===== src/rtl/picker_pkg.sv =====
package picker_pkg;
   localparam int unsigned DEF_GROUPS = 2;
   localparam int unsigned DEF_TPG    = 4;

   // Width of a saturating per-thread starvation counter
   function automatic int unsigned starve_width(input int unsigned tpg);
      return $clog2(tpg) + 2;
   endfunction
endpackage


===== src/rtl/pick_eligibility.sv =====
module pick_eligibility #(
   parameter int unsigned N = 8
) (
   input  logic [N-1:0] ready_i,
   input  logic [N-1:0] wait_i,
   output logic [N-1:0] elig_o
);
   // A parked thread is held out regardless of its ready flag
   always_comb begin
      elig_o = ready_i & ~wait_i;
   end
endmodule


===== src/rtl/pick_lru_arbiter.sv =====
module pick_lru_arbiter #(
   parameter int unsigned TPG = 4
) (
   input  logic           clk,
   input  logic           rst_n,
   input  logic [TPG-1:0] elig_i,
   input  logic [TPG-1:0] wait_i,
   output logic [TPG-1:0] grant_o,
   output logic           valid_o
);
   import picker_pkg::*;
   localparam int unsigned CW = starve_width(TPG);

   // older_q[i][j] = 1 : thread i was granted less recently than thread j
   logic [TPG-1:0][TPG-1:0] older_q;
   logic [TPG-1:0]          win;

   if (TPG < 2) begin : g_bad_tpg
      $error("pick_lru_arbiter needs at least two threads per group");
   end

   always_comb begin
      for (int i = 0; i < TPG; i++) begin
         win[i] = elig_i[i];
         for (int j = 0; j < TPG; j++) begin
            if (j != i && elig_i[j] && !older_q[i][j]) win[i] = 1'b0;
         end
      end
   end

   assign grant_o = win;
   assign valid_o = |win;

   always_ff @(posedge clk) begin
      if (!rst_n) begin
         for (int i = 0; i < TPG; i++)
            for (int j = 0; j < TPG; j++)
               older_q[i][j] <= (i < j);
      end else if (|win) begin
         for (int i = 0; i < TPG; i++)
            for (int j = 0; j < TPG; j++) begin
               if (i != j && win[i]) older_q[i][j] <= 1'b0;
               if (i != j && win[j]) older_q[i][j] <= 1'b1;
            end
      end
   end

   // Starvation watch: cycles a thread has stayed eligible without a grant
   logic [TPG-1:0][CW-1:0] starve_q;
   always_ff @(posedge clk) begin
      if (!rst_n) begin
         starve_q <= '0;
      end else begin
         for (int i = 0; i < TPG; i++) begin
            if (!elig_i[i] || win[i])       starve_q[i] <= '0;
            else if (starve_q[i] != '1)     starve_q[i] <= starve_q[i] + 1'b1;
         end
      end
   end

   assert_onehot_grant_R2: assert property (@(posedge clk) disable iff (!rst_n)
      $onehot0(grant_o));
   assert_valid_tracks_elig_R3: assert property (@(posedge clk) disable iff (!rst_n)
      valid_o == (elig_i != '0));
   assert_idle_holds_order_R8: assert property (@(posedge clk) disable iff (!rst_n)
      !valid_o |=> $stable(older_q));

   for (genvar t = 0; t < TPG; t++) begin : g_thread_chk
      assert_parked_not_granted_R1: assert property (@(posedge clk) disable iff (!rst_n)
         wait_i[t] |-> !grant_o[t]);
      assert_recent_yields_R4: assert property (@(posedge clk) disable iff (!rst_n)
         grant_o[t] |=> !(grant_o[t] && ((elig_i & ~(TPG'(1) << t)) != '0)));
      assert_no_starve_R6: assert property (@(posedge clk) disable iff (!rst_n)
         int'(starve_q[t]) < int'(TPG));
   end
endmodule


===== src/rtl/thread_picker.sv =====
module thread_picker #(
   parameter int unsigned GROUPS = picker_pkg::DEF_GROUPS,
   parameter int unsigned TPG    = picker_pkg::DEF_TPG
) (
   input  logic                  clk,
   input  logic                  rst_n,
   input  logic [GROUPS*TPG-1:0] thread_ready_i,
   input  logic [GROUPS*TPG-1:0] thread_wait_i,
   output logic [GROUPS*TPG-1:0] grant_o,
   output logic [GROUPS-1:0]     grant_valid_o
);
   localparam int unsigned NT = GROUPS * TPG;

   if (GROUPS < 1) begin : g_bad_groups
      $error("thread_picker needs at least one group");
   end

   logic [NT-1:0] elig;

   pick_eligibility #(.N(NT)) u_elig (
      .ready_i (thread_ready_i),
      .wait_i  (thread_wait_i),
      .elig_o  (elig)
   );

   for (genvar g = 0; g < GROUPS; g++) begin : g_group
      pick_lru_arbiter #(.TPG(TPG)) u_arb (
         .clk     (clk),
         .rst_n   (rst_n),
         .elig_i  (elig[g*TPG +: TPG]),
         .wait_i  (thread_wait_i[g*TPG +: TPG]),
         .grant_o (grant_o[g*TPG +: TPG]),
         .valid_o (grant_valid_o[g])
      );
   end

   assert_group_split_R5: assert property (@(posedge clk) disable iff (!rst_n)
      (grant_o & ~elig) == '0);
endmodule


===== config.mk =====
export PLATFORM = sky130hd
export DESIGN_NAME = thread_picker
export DESIGN_NICKNAME = d
export VERILOG_FILES = /design/src/rtl/picker_pkg.sv /design/src/rtl/pick_eligibility.sv /design/src/rtl/pick_lru_arbiter.sv /design/src/rtl/thread_picker.sv
export SDC_FILE = /design/constraint.sdc
export NUM_CORES = 1
export LEC_CHECK = 0
export BUFFER_PORTS_ARGS = -buffer_cell sky130_fd_sc_hd__clkbuf_2
export CAP_MARGIN = 10
export CORE_MARGIN = 5
export CORE_UTILIZATION = 46
export CTS_CLUSTER_DIAMETER = 40
export DETAILED_ROUTE_END_ITERATION = 7
export HOLD_SLACK_MARGIN = 0.02
export PLACE_DENSITY_LB_ADDON = 0.05
export SLEW_MARGIN = 20
export SYNTH_ARGS = -nofsm -noshare
export SYNTH_HDL_FRONTEND = slang
export SYNTH_SLANG_ARGS = --single-unit

===== constraint.sdc =====
create_clock -name clk -period 1.5 [get_ports clk]
set_input_delay 0 -clock clk [delete_from_list [all_inputs] [get_ports clk]]
set_output_delay 0 -clock clk [all_outputs]
set_load 0.1 [all_outputs]

==> results of run 1 <==
## metal layers
layer  global-route usage, %  vias to the layer above
met1                    27.6                      540
met2                    36.3                       25
li1                        -                      556
met4                    2.85                        0
met3                    4.97                        3
met5                       0                        -
## synth_stat cells (2+ instances only)
cell,n
sky130_fd_sc_hd__dfxtp_1,24
sky130_fd_sc_hd__nor3b_1,21
sky130_fd_sc_hd__inv_1,16
sky130_fd_sc_hd__o2bb2ai_1,12
sky130_fd_sc_hd__nand2_1,8
sky130_fd_sc_hd__nand2b_1,6
sky130_fd_sc_hd__o211ai_1,6
sky130_fd_sc_hd__or4_1,5
sky130_fd_sc_hd__a21o_1,4
sky130_fd_sc_hd__clkbuf_1,3
sky130_fd_sc_hd__buf_4,2
sky130_fd_sc_hd__nor4_1,2
sky130_fd_sc_hd__o21bai_1,2
sky130_fd_sc_hd__or3b_1,2
## through the flow
stage               worst slack, ps  hold slack, ps
finish                         -352             100
global route                   -435             150
CTS                            -350            82.8
detailed placement            -92.8             422
global placement              -55.2             405
floorplan                      -576             200
## final cells by class
cell class              count  share of cell area [%]
inverters                  16                    3.83
flip-flops and latches     24                    25.5
multi-input cells          75                    39.5
well taps                  30                    1.91
clock buffers               3                    1.15
repair buffers             58                    28.1
## worst reg2reg max path, cell delays in order (launching register included)
cell and delay, ps:
sky130_fd_sc_hd__dfxtp_2 360, sky130_fd_sc_hd__nor3b_2 50, sky130_fd_sc_hd__or4_4 540, sky130_fd_sc_hd__clkinvlp_4 100, sky130_fd_sc_hd__buf_4 100, sky130_fd_sc_hd__buf_6 100, sky130_fd_sc_hd__buf_6 120, sky130_fd_sc_hd__o211ai_1 80
## worst min-delay path by stage
| stage | to | depth (start not counted) |
|---|---|---|
| finish | g_group[0].u_arb.older_q[1] | 2 |
| CTS | g_group[0].u_arb.older_q[1] | 2 |
| global placement | g_group[0].u_arb.older_q[1] | 2 |
| floorplan | grant_o[7] | 2 |
| detailed placement | g_group[0].u_arb.older_q[6] | 2 |
| global route | g_group[0].u_arb.older_q[1] | 2 |
## timing repair
action,CTS,global route
pin swaps,11,9
setup buffers,10,6
gates resized for setup,28,22
endpoints found under the setup margin,7,23
hold buffers,0,0
## power groups by stage
stage | clock network [mW] | registers, mW | logic [mW]
after floorplan | 0 | 0.722 | 0.337
after global placement | 0 | 0.728 | 0.508
after detailed placement | 0 | 0.731 | 0.515
after CTS | 0.287 | 0.724 | 0.563
after global routing | 0.308 | 0.737 | 0.624
final | 0.282 | 0.731 | 0.595
## cells by family after synthesis
logic type / Yosys count
buffers and inverters: 22
flip-flops: 24
AO/OA/AOI/OAI: 27
AND/OR/NAND/NOR: 48
==> summary.txt, run 1 <==
Run status
  • Status: finished, violations left
  • Failing checks: negative setup slack

Worst setup path
  • Last element of the critical path: grant_valid_o[0]
  • Highest net fanout along the worst path: 2
  • Required arrival time at the worst endpoint: 1500 ps
  • Startpoint-to-endpoint class of the critical path: reg2out
  • Setup crit start: g_group[0].u_arb.older_q[2]
  • R2r setup slk: -60 ps
  • Crit path DAT: 1850 ps
  • Cell family with most CP delay: simple AND/OR/NAND/NOR gates
  • Slowest stage cell, crit path: sky130_fd_sc_hd__or4_4
  • Critical register-to-register path endpoint: g_group[1].u_arb.older_q[6]
  • Setup crit end kind: primary output
  • Depth of the most critical reg-to-reg path: 7
  • Number of stages on the worst setup path: 5
  • Worst flop-to-flop path startpoint: g_group[1].u_arb.older_q[7]
  • Worst-path cell chain: nor3b_1 -> buf_4 -> nor4_4 -> or4_4 -> buf_12
  • Sort of element at the start of the critical path: flip-flop
  • Slowest stage delay, CP: 510 ps
  • Sum of buffers and inverters on the critical path: 2

Logic synthesis
  • Warnings, synthesis: 0
  • Count of state elements after synthesis: 24
  • Total nets after synthesis: 139
  • Post-Synth Adder-Cell Area: 0%
  • Synth Instances: 121
  • Main combinational cell family by area after synthesis: simple AND/OR/NAND/NOR gates
  • Proportion of synthesized flip-flops having asynchronous set or reset: 0%
  • Main synth FF type: sky130_fd_sc_hd__dfxtp_1
  • Mapped cell area: 1150 µm²
  • Top cell type's share of synthesized area: 41.9%
  • Post-synthesis cell type with the largest combined area: sky130_fd_sc_hd__dfxtp_1
  • Syn avg cell area: 9.47 µm²
  • Top post-synthesis cells by area: sky130_fd_sc_hd__dfxtp_1 (42%), sky130_fd_sc_hd__nor3b_1 (14%), sky130_fd_sc_hd__o2bb2ai_1 (9.2%)
  • Share of synthesized cell area in and, or, nand and nor gates: 29.4%
  • Share of the synthesized netlist area taken by xor and xnor gates: 0%
  • EDFF count, synth: 0
  • Netlist cell types: 22
  • Multiplexer area fraction after synthesis: 0%
  • Sequential element share of the synthesized area: 41.9%
  • Synth Area in Compound Gates: 20.2%

Cells and area
  • Layout fillers: 143
  • Commonest non-fill, non-tap cell in the layout: sky130_fd_sc_hd__buf_4
  • Flip-flop count of the largest register, all copies and words added: 24
  • Fraction of final layout cells sized beyond drive strength 1: 65.9%
  • Nets: 196
  • Final cell utilization of the core: 80.6%
  • Area taken by multi-input logic gates: 774 µm²
  • Inserted Diodes: 0
  • Highest-count cells in the layout ignoring fill and taps: sky130_fd_sc_hd__buf_4 (22), sky130_fd_sc_hd__clkbuf_2 (17), sky130_fd_sc_hd__nor3b_2 (15), sky130_fd_sc_hd__dfxtp_2 (15), sky130_fd_sc_hd__inv_1 (12)
  • Final instance area: 1960 µm²
  • Largest registers: g_group.u_arb.older_q: 24 flops
  • Flip-flop and latch area: 499 µm²
  • Register name with the most flops: g_group.u_arb.older_q
  • Final std cells w/o fill: 206
  • Area delta synth->final: 71.1%

Pwr
  • Share of total power in the clock network: 17.6%
  • Internal power: 1.06 mW
  • Overall Power: 1.61 mW
  • Power share of the combinational group: 37.0%
  • Leakage power figure: 0.816 nW
  • Sequential share of power: 45.4%
  • Largest voltage drop on the vdd net: 0.000667 V
  • Sw Ratio: 34.4%
  • Switching power of the nets: 553 µW
  • Power per unit of standard cell area: 820 nW/µm²

Worst hold path
  • Min-Delay Path Class: in2reg
  • Hold path startpoint: rst_n

Clocking
  • Number of buffers inserted during clock tree synthesis: 3
  • CTS root buf: sky130_fd_sc_hd__clkbuf_4
  • H-tree level count: 1
  • Num Clock Sinks: 24
  • Insertion delay to the later sink of the worst-skew pair: 320 ps
  • Clk buf depth: 2
  • CTS tree: done
  • Clock slew at the register clock pins of the worst setup and hold paths: 120 ps

Floorplanning
  • Core area: 2430 µm²
  • Count of pins on the block boundary: 28
  • Row count: 18
  • Initial Utilization: 47.1%
  • Width of the chip: 59.9 µm
  • Die height: 59.9 µm
  • Die ar.: 3590 µm²

STA
  • Fmax achieved: 540 MHz
  • Pins over their slew limit: 0
  • RSZ-0062 raised after global routing: true
  • Headroom to the max-slew limit: 75.5%
  • Number of failing hold endpoints at the final stage: 0
  • Total negative setup slack: -1580 ps
  • Final setup skew: 9.41 ps
  • Worst Max-Slew Pin Slew: 366 ps
  • Total setup violations reported at the end of the flow: 11
  • Final period demand of the worst path: 1850 ps
  • Post-route fraction of the period consumed by the critical path: 123%
  • Post-route worst setup slack: -352 ps

Global route
  • Via count of the first global-routing pass: 1144
  • Total global routing track utilization: 21.2%
  • Initial antenna violation count: 0
  • Global-route wire length before repair: 5.65 mm
  • Maximum number of pins on one net before global-route repair: 17
  • Total congestion overflow after global routing: 0

Run
  • Max-capacitance violation count: 0

Place
  • Placer Congestion: 0.872
  • Total placed instance area: 1680 µm²
  • Dpl hpwl: 2.37 mm
  • Cell count after placement: 193
  • I/O Buffers: 27

Detailed routing
  • Routed length on met3: 143 µm
  • DRC viols: 0
  • Violation count after the first detailed-route iteration: 48
  • Detail-routed via count per cell: 5.46
  • Drt wl/cell: 17.0 µm
  • Count of nets left with antenna violations after detail routing: 0
  • First-pass DRT Iterations: 4
  • Wire length on met1: 1.60 mm
  • Vias after detailed routing: 1124
  • Highest routed metal layer: met4
  • Amount of wire on met2 after detailed routing: 1.73 mm
  • DRT Wirelength: 3.50 mm
No activity file was read; power rests on OpenSTA's default activity.
==> inputs of run 2 (changes only) <==
--- a/config.mk
+++ b/config.mk
@@ -8,8 +8,9 @@
 export BUFFER_PORTS_ARGS = -buffer_cell sky130_fd_sc_hd__clkbuf_2
 export CAP_MARGIN = 10
 export CORE_MARGIN = 5
-export CORE_UTILIZATION = 46
+export CORE_UTILIZATION = 51
 export CTS_CLUSTER_DIAMETER = 40
+export CTS_CLUSTER_SIZE = 14
 export DETAILED_ROUTE_END_ITERATION = 7
 export HOLD_SLACK_MARGIN = 0.02
 export PLACE_DENSITY_LB_ADDON = 0.05
==> constraint.sdc (replaced) <==
create_clock -name clk -period 1.73 [get_ports clk]
set_input_delay 0 -clock clk [delete_from_list [all_inputs] [get_ports clk]]
set_output_delay 0 -clock clk [all_outputs]
set_load 0.1 [all_outputs]
==> run 2 against run 1 <==
- the run still ends with negative setup slack left
- highest routed layer unchanged
- first-iteration DRC count fell by 52%
- global-route usage rose by 0.16 points
- worst setup slack improved by 260 ps
- sequential cell count did not move
- sequential share of layout area rose by 3.4 points
- critical path type unchanged
- clock skew fell by 5.6 ps
- largest power group unchanged
- die area fell by 8.2%
- sequential power fell by 14%
- final cell count fell by 7.8%
- via count fell by 5.3%
==> summary.txt, run 2 (synthesized netlist as in run 1, its figures left out) <==
Clocking
  • Insertion delay to the later sink of the worst-skew pair: 320 ps
  • H-tree level count: 1
  • Clock slew at the register clock pins of the worst setup and hold paths: 130 ps
  • Num Clock Sinks: 24
  • Clk buf depth: 2
  • CTS root buf: sky130_fd_sc_hd__clkbuf_4
  • Number of buffers inserted during clock tree synthesis: 3
  • Hold buffer count at CTS: 0
  • CTS tree: done

Pwr
  • Power share of the combinational group: 33.4%
  • Leakage power figure: 0.706 nW
  • Switching power of the nets: 469 µW
  • Power per unit of standard cell area: 769 nW/µm²
  • Sw Ratio: 35.2%
  • Largest voltage drop on the vdd net: 0.000711 V
  • Internal power: 864 µW
  • Share of total power in the clock network: 19.2%
  • Sequential share of power: 47.4%

Global route
  • Via count of the first global-routing pass: 1079
  • Maximum number of pins on one net before global-route repair: 17
  • Total congestion overflow after global routing: 0
  • Initial antenna violation count: 0
  • Global-route wire length before repair: 5.49 mm
  • Total global routing track utilization: 21.3%

STA
  • Post-route worst setup slack: -89.1 ps
  • Headroom to the max-slew limit: 32.1%
  • Total setup violations reported at the end of the flow: 3
  • RSZ-0062 raised after global routing: true
  • Fmax achieved: 550 MHz
  • Worst Max-Slew Pin Slew: 1010 ps
  • Pins over their slew limit: 0
  • Final setup skew: 3.77 ps
  • Number of failing hold endpoints at the final stage: 0
  • Worst Hold Slack: 81.6 ps
  • Post-route fraction of the period consumed by the critical path: 105%
  • Final period demand of the worst path: 1820 ps

Worst hold path
  • Min-Delay Path Class: in2reg
  • Hold path startpoint: thread_ready_i[7]
  • Terminating pin of the worst hold path: g_group[1].u_arb.older_q[12]
  • Worst Hold Depth: 4

Detailed routing
  • Detail-routed via count per cell: 5.60
  • Violation count after the first detailed-route iteration: 23
  • DRT Wirelength: 3.26 mm
  • DRC viols: 0
  • Vias after detailed routing: 1064
  • Drt wl/cell: 17.2 µm
  • First-pass DRT Iterations: 4
  • Count of nets left with antenna violations after detail routing: 0

Cells and area
  • Final instance area: 1730 µm²
  • Nets: 182
  • Flip-flop count of the largest register, all copies and words added: 24
  • Inserted Diodes: 0
  • Highest-count cells in the layout ignoring fill and taps: sky130_fd_sc_hd__nor3b_2 (19), sky130_fd_sc_hd__clkbuf_2 (18), sky130_fd_sc_hd__dfxtp_2 (16)
  • Commonest non-fill, non-tap cell in the layout: sky130_fd_sc_hd__nor3b_2
  • Register name with the most flops: g_group.u_arb.older_q
  • Area delta synth->final: 51.3%
  • Fraction of final layout cells sized beyond drive strength 1: 60.5%
  • Largest registers: g_group.u_arb.older_q: 24 flops

Run
  • Max-capacitance violation count: 0

Run status
  • Failing checks: negative setup slack
  • Status: finished, violations left

Worst setup path
  • Highest net fanout along the worst path: 2
  • R2r setup slk: 90 ps
  • Depth of the most critical reg-to-reg path: 3
  • Required arrival time at the worst endpoint: 1730 ps
  • Setup crit end kind: primary output
  • Worst flop-to-flop path startpoint: g_group[1].u_arb.older_q[13]
  • Startpoint-to-endpoint class of the critical path: reg2out
  • Critical register-to-register path endpoint: g_group[1].u_arb.older_q[14]
  • Sort of element at the start of the critical path: flip-flop
  • Crit path DAT: 1820 ps

Floorplanning
  • Row count: 17
  • Count of pins on the block boundary: 28
  • Core area: 2170 µm²
  • Die height: 57.4 µm
  • Die ar.: 3300 µm²
  • Width of the chip: 57.4 µm
  • Initial Utilization: 52.8%

Place
  • I/O Buffers: 27
  • Dpl hpwl: 2.26 mm
  • Placer Congestion: 0.873
  • Total placed instance area: 1510 µm²
## run 2: power by group through the flow
stage                     logic, mW  registers [mW]  clock network, mW
after floorplan               0.286           0.626                  0
after global placement        0.391           0.632                  0
after detailed placement      0.398           0.633                  0
after CTS                     0.431           0.630              0.256
after global routing          0.468           0.638              0.283
final                         0.446           0.632              0.255
## run 2: final cells by class
class | count | area, µm²
clock buffer | 3 | 22.5
fill | 128 | 435
inverter | 16 | 75.1
multi-input combinational | 75 | 732
sequential | 24 | 500
tap | 28 | 35.0
timing repair buffer | 44 | 369
## run 2: layer usage
layer  global-route usage, %  up-vias  routed length (µm)
met5                       0        -                   0
met4                    7.28        0                  40
met3                    3.62        5                 137
met2                    32.9       29                1570
met1                    29.8      503                1520
li1                        -      527                   -
## run 2: worst max-delay path, stage by stage, from the launching register on
cell and delay [ps]:
sky130_fd_sc_hd__dfxtp_2 350, sky130_fd_sc_hd__nor3b_2 190, sky130_fd_sc_hd__or4_4 180, sky130_fd_sc_hd__clkinvlp_4 70, sky130_fd_sc_hd__or4_4 520, sky130_fd_sc_hd__buf_12 180
## run 2: timing repair
| action | CTS | global route |
|---|---|---|
| buffers inserted | 6 | 2 |
| pin swaps | 13 | 12 |
| setup endpoints to repair | 7 | 11 |
| resized for setup | 30 | 12 |
## run 2: metrics by stage
step	instances	worst slack (ps)	total power [mW]	util [%]	setup TNS [ps]
2_1_floorplan	121	-346	0.911	-	-1850
3_3_place_gp	179	128	1.02	69.7	0
3_5_place_dp	179	98.1	1.03	69.7	0
4_1_cts	188	-92.0	1.32	78.1	-137
5_1_grt	190	-143	1.39	79.9	-693
6_report	190	-89.1	1.33	79.9	-207
## run 2: worst max path at each step
stage | startpoint | to | depth (start not counted)
floorplan | g_group[0].u_arb.older_q[3] | grant_valid_o[0] | 4
global placement | g_group[0].u_arb.older_q[4] | grant_valid_o[0] | 5
detailed placement | g_group[1].u_arb.older_q[13] | g_group[1].u_arb.older_q[14] | 3
CTS | g_group[1].u_arb.older_q[4] | grant_valid_o[1] | 5
global route | g_group[0].u_arb.older_q[4] | grant_valid_o[0] | 5
finish | g_group[1].u_arb.older_q[11] | grant_valid_o[1] | 5
==> inputs of run 3 (changes only) <==
--- a/config.mk
+++ b/config.mk
@@ -8,12 +8,12 @@
 export BUFFER_PORTS_ARGS = -buffer_cell sky130_fd_sc_hd__clkbuf_2
 export CAP_MARGIN = 10
 export CORE_MARGIN = 5
-export CORE_UTILIZATION = 51
+export CORE_UTILIZATION = 46
 export CTS_CLUSTER_DIAMETER = 40
 export CTS_CLUSTER_SIZE = 14
 export DETAILED_ROUTE_END_ITERATION = 7
 export HOLD_SLACK_MARGIN = 0.02
-export PLACE_DENSITY_LB_ADDON = 0.05
+export PLACE_DENSITY = 0.73
 export SLEW_MARGIN = 20
 export SYNTH_ARGS = -nofsm -noshare
 export SYNTH_HDL_FRONTEND = slang
==> constraint.sdc (replaced) <==
create_clock -name clk -period 1.65 [get_ports clk]
set_input_delay 0 -clock clk [delete_from_list [all_inputs] [get_ports clk]]
set_output_delay 0 -clock clk [all_outputs]
set_load 0.1 [all_outputs]
==> run 3 against run 2 <==
- the run still ends with negative setup slack left
- via count rose by 2.3%
- clock power rose by 25%
- critical path depth fell by 1
- worst hold slack improved by 21 ps
- sequential share of layout area fell by 1.3 points
- sequential power rose by 5.1%
- count of clock-buffer cells in the layout rose by 1
- final area rose by 5.1%
- register-to-register slack barely moved
- global-route usage fell by 1.2 points
- utilization fell by 5.0 points
==> summary.txt, run 3 (synthesized netlist as in run 1, its figures left out) <==
Clocking
  • Number of buffers inserted during clock tree synthesis: 3
  • Clock slew at the register clock pins of the worst setup and hold paths: 140 ps
  • Hold buffer count at CTS: 0
  • Clk buf depth: 2
  • Insertion delay to the later sink of the worst-skew pair: 310 ps
  • H-tree level count: 1
  • Num Clock Sinks: 24
  • CTS tree: done
  • CTS root buf: sky130_fd_sc_hd__clkbuf_4

Floorplanning
  • Count of pins on the block boundary: 28
  • Initial Utilization: 47.1%
  • Width of the chip: 59.9 µm
  • Row count: 18
  • Die height: 59.9 µm
  • Core area: 2430 µm²
  • Die ar.: 3590 µm²

STA
  • Pins over their slew limit: 0
  • Fmax achieved: 550 MHz
  • Worst Max-Slew Pin Slew: 446 ps
  • Total setup violations reported at the end of the flow: 5
  • RSZ-0062 raised after global routing: true
  • Total negative setup slack: -441 ps
  • Final setup skew: 5.49 ps
  • Worst Hold Slack: 103 ps
  • Headroom to the max-slew limit: 69.9%
  • Post-route worst setup slack: -169 ps
  • Number of failing hold endpoints at the final stage: 0
  • Post-route fraction of the period consumed by the critical path: 110%
  • Final period demand of the worst path: 1820 ps

Cells and area
  • Inserted Diodes: 0
  • Highest-count cells in the layout ignoring fill and taps: sky130_fd_sc_hd__buf_4 (19), sky130_fd_sc_hd__dfxtp_2 (17), sky130_fd_sc_hd__clkbuf_2 (17)
  • Largest registers: g_group.u_arb.older_q: 24 flops
  • Fraction of final layout cells sized beyond drive strength 1: 61.3%
  • Nets: 187
  • Layout fillers: 160
  • Flip-flop count of the largest register, all copies and words added: 24
  • Final instance area: 1820 µm²
  • Area delta synth->final: 59.1%
  • Register name with the most flops: g_group.u_arb.older_q
  • Commonest non-fill, non-tap cell in the layout: sky130_fd_sc_hd__buf_4

Detailed routing
  • Count of nets left with antenna violations after detail routing: 0
  • Violation count after the first detailed-route iteration: 27
  • Vias after detailed routing: 1089
  • DRT Wirelength: 3.31 mm
  • Detail-routed via count per cell: 5.50
  • First-pass DRT Iterations: 4
  • DRC viols: 0
  • Drt wl/cell: 16.7 µm

Place
  • Total placed instance area: 1570 µm²
  • I/O Buffers: 27
  • Dpl hpwl: 2.21 mm
  • Placer Congestion: 0.793
  • Pre-CTS setup slack: 87.9 ps

Worst setup path
  • Sort of element at the start of the critical path: flip-flop
  • Setup crit end kind: primary output
  • Crit path DAT: 1820 ps
  • Worst-path cell chain: or3b_1 -> o2111a_1 -> or4_4 -> buf_12
  • Highest net fanout along the worst path: 2
  • Slowest stage cell, crit path: sky130_fd_sc_hd__or4_4
  • Slowest stage delay, CP: 440 ps
  • Required arrival time at the worst endpoint: 1650 ps
  • Startpoint-to-endpoint class of the critical path: reg2out

Pwr
  • Overall Power: 1.48 mW
  • Power per unit of standard cell area: 810 nW/µm²
  • Share of total power in the clock network: 21.6%
  • Sw Ratio: 33.8%
  • Internal power: 977 µW
  • Power share of the combinational group: 33.4%
  • Switching power of the nets: 499 µW
  • Leakage power figure: 0.750 nW
  • Largest voltage drop on the vdd net: 0.000615 V
  • Sequential share of power: 45.0%

Global route
  • Initial antenna violation count: 0
  • Total global routing track utilization: 20.1%
  • Via count of the first global-routing pass: 1113
  • Maximum number of pins on one net before global-route repair: 17
  • Global-route wire length before repair: 5.36 mm
  • Total congestion overflow after global routing: 0

Run status
  • Failing checks: negative setup slack
  • Status: finished, violations left

Run
  • Max-capacitance violation count: 0

Worst hold path
  • Min-Delay Path Class: in2reg
run 3: worst max-delay path, delay by kind of cell, from the launching register on:
kind / cells / cell delay [ps]
flops: 1 / 340
compound gates: 1 / 170
simple gates: 2 / 820
buf+inv: 1 / 180
run 3: worst paths after layout:
| kind | start | end | slack [ps] | cells after the start |
|---|---|---|---|---|
| worst max-delay path | g_group[1].u_arb.older_q[2] | grant_valid_o[1] | -170 | 4 |
| worst max register to register | g_group[0].u_arb.older_q[7] | g_group[0].u_arb.older_q[6] | 100 | 6 |
| worst min-delay path | rst_n | g_group[0].u_arb.older_q[2] | 100 | 2 |
| worst min register to register | g_group[1].u_arb.older_q[14] | g_group[1].u_arb.older_q[14] | 460 | 2 |
run 3: per-layer routing:
metal,GRT usage (%),routed length (µm),vias to the layer above
li1,-,-,530
met1,27.1,1550,538
met2,33.0,1620,19
met3,4.10,114,2
met4,4.11,19,0
met5,0,0,-
run 3: cell type report:
class	count	area, µm²	share of cell area (%)
Clock buffer	4	36.3	1.99
Inverter	16	75.1	4.12
Multi-Input combinational cell	75	728	39.9
Sequential cell	24	502	27.5
Tap cell	30	37.5	2.06
Timing Repair Buffer	49	444	24.4
run 3: timing repair:
action / 4_1_cts / 5_1_grt
setup buffers: 8 / 3
pin swaps: 16 / 5
gates resized for setup: 39 / 7
endpoints found under the setup margin: 7 / 8
run 3: power by group through the flow:
stage | sequential [mW] | clock [mW] | combinational (mW)
final | 0.664 | 0.319 | 0.493
after global routing | 0.669 | 0.341 | 0.517
after CTS | 0.662 | 0.318 | 0.479
after detailed placement | 0.664 | 0 | 0.433
after global placement | 0.662 | 0 | 0.427
after floorplan | 0.656 | 0 | 0.299
run 3: stage by stage:
step / instances / utilization (%)
2_1_floorplan: 121 / -
3_3_place_gp: 186 / 64.5
3_5_place_dp: 186 / 64.5
4_1_cts: 198 / 74.0
5_1_grt: 198 / 74.9
6_report: 198 / 74.9
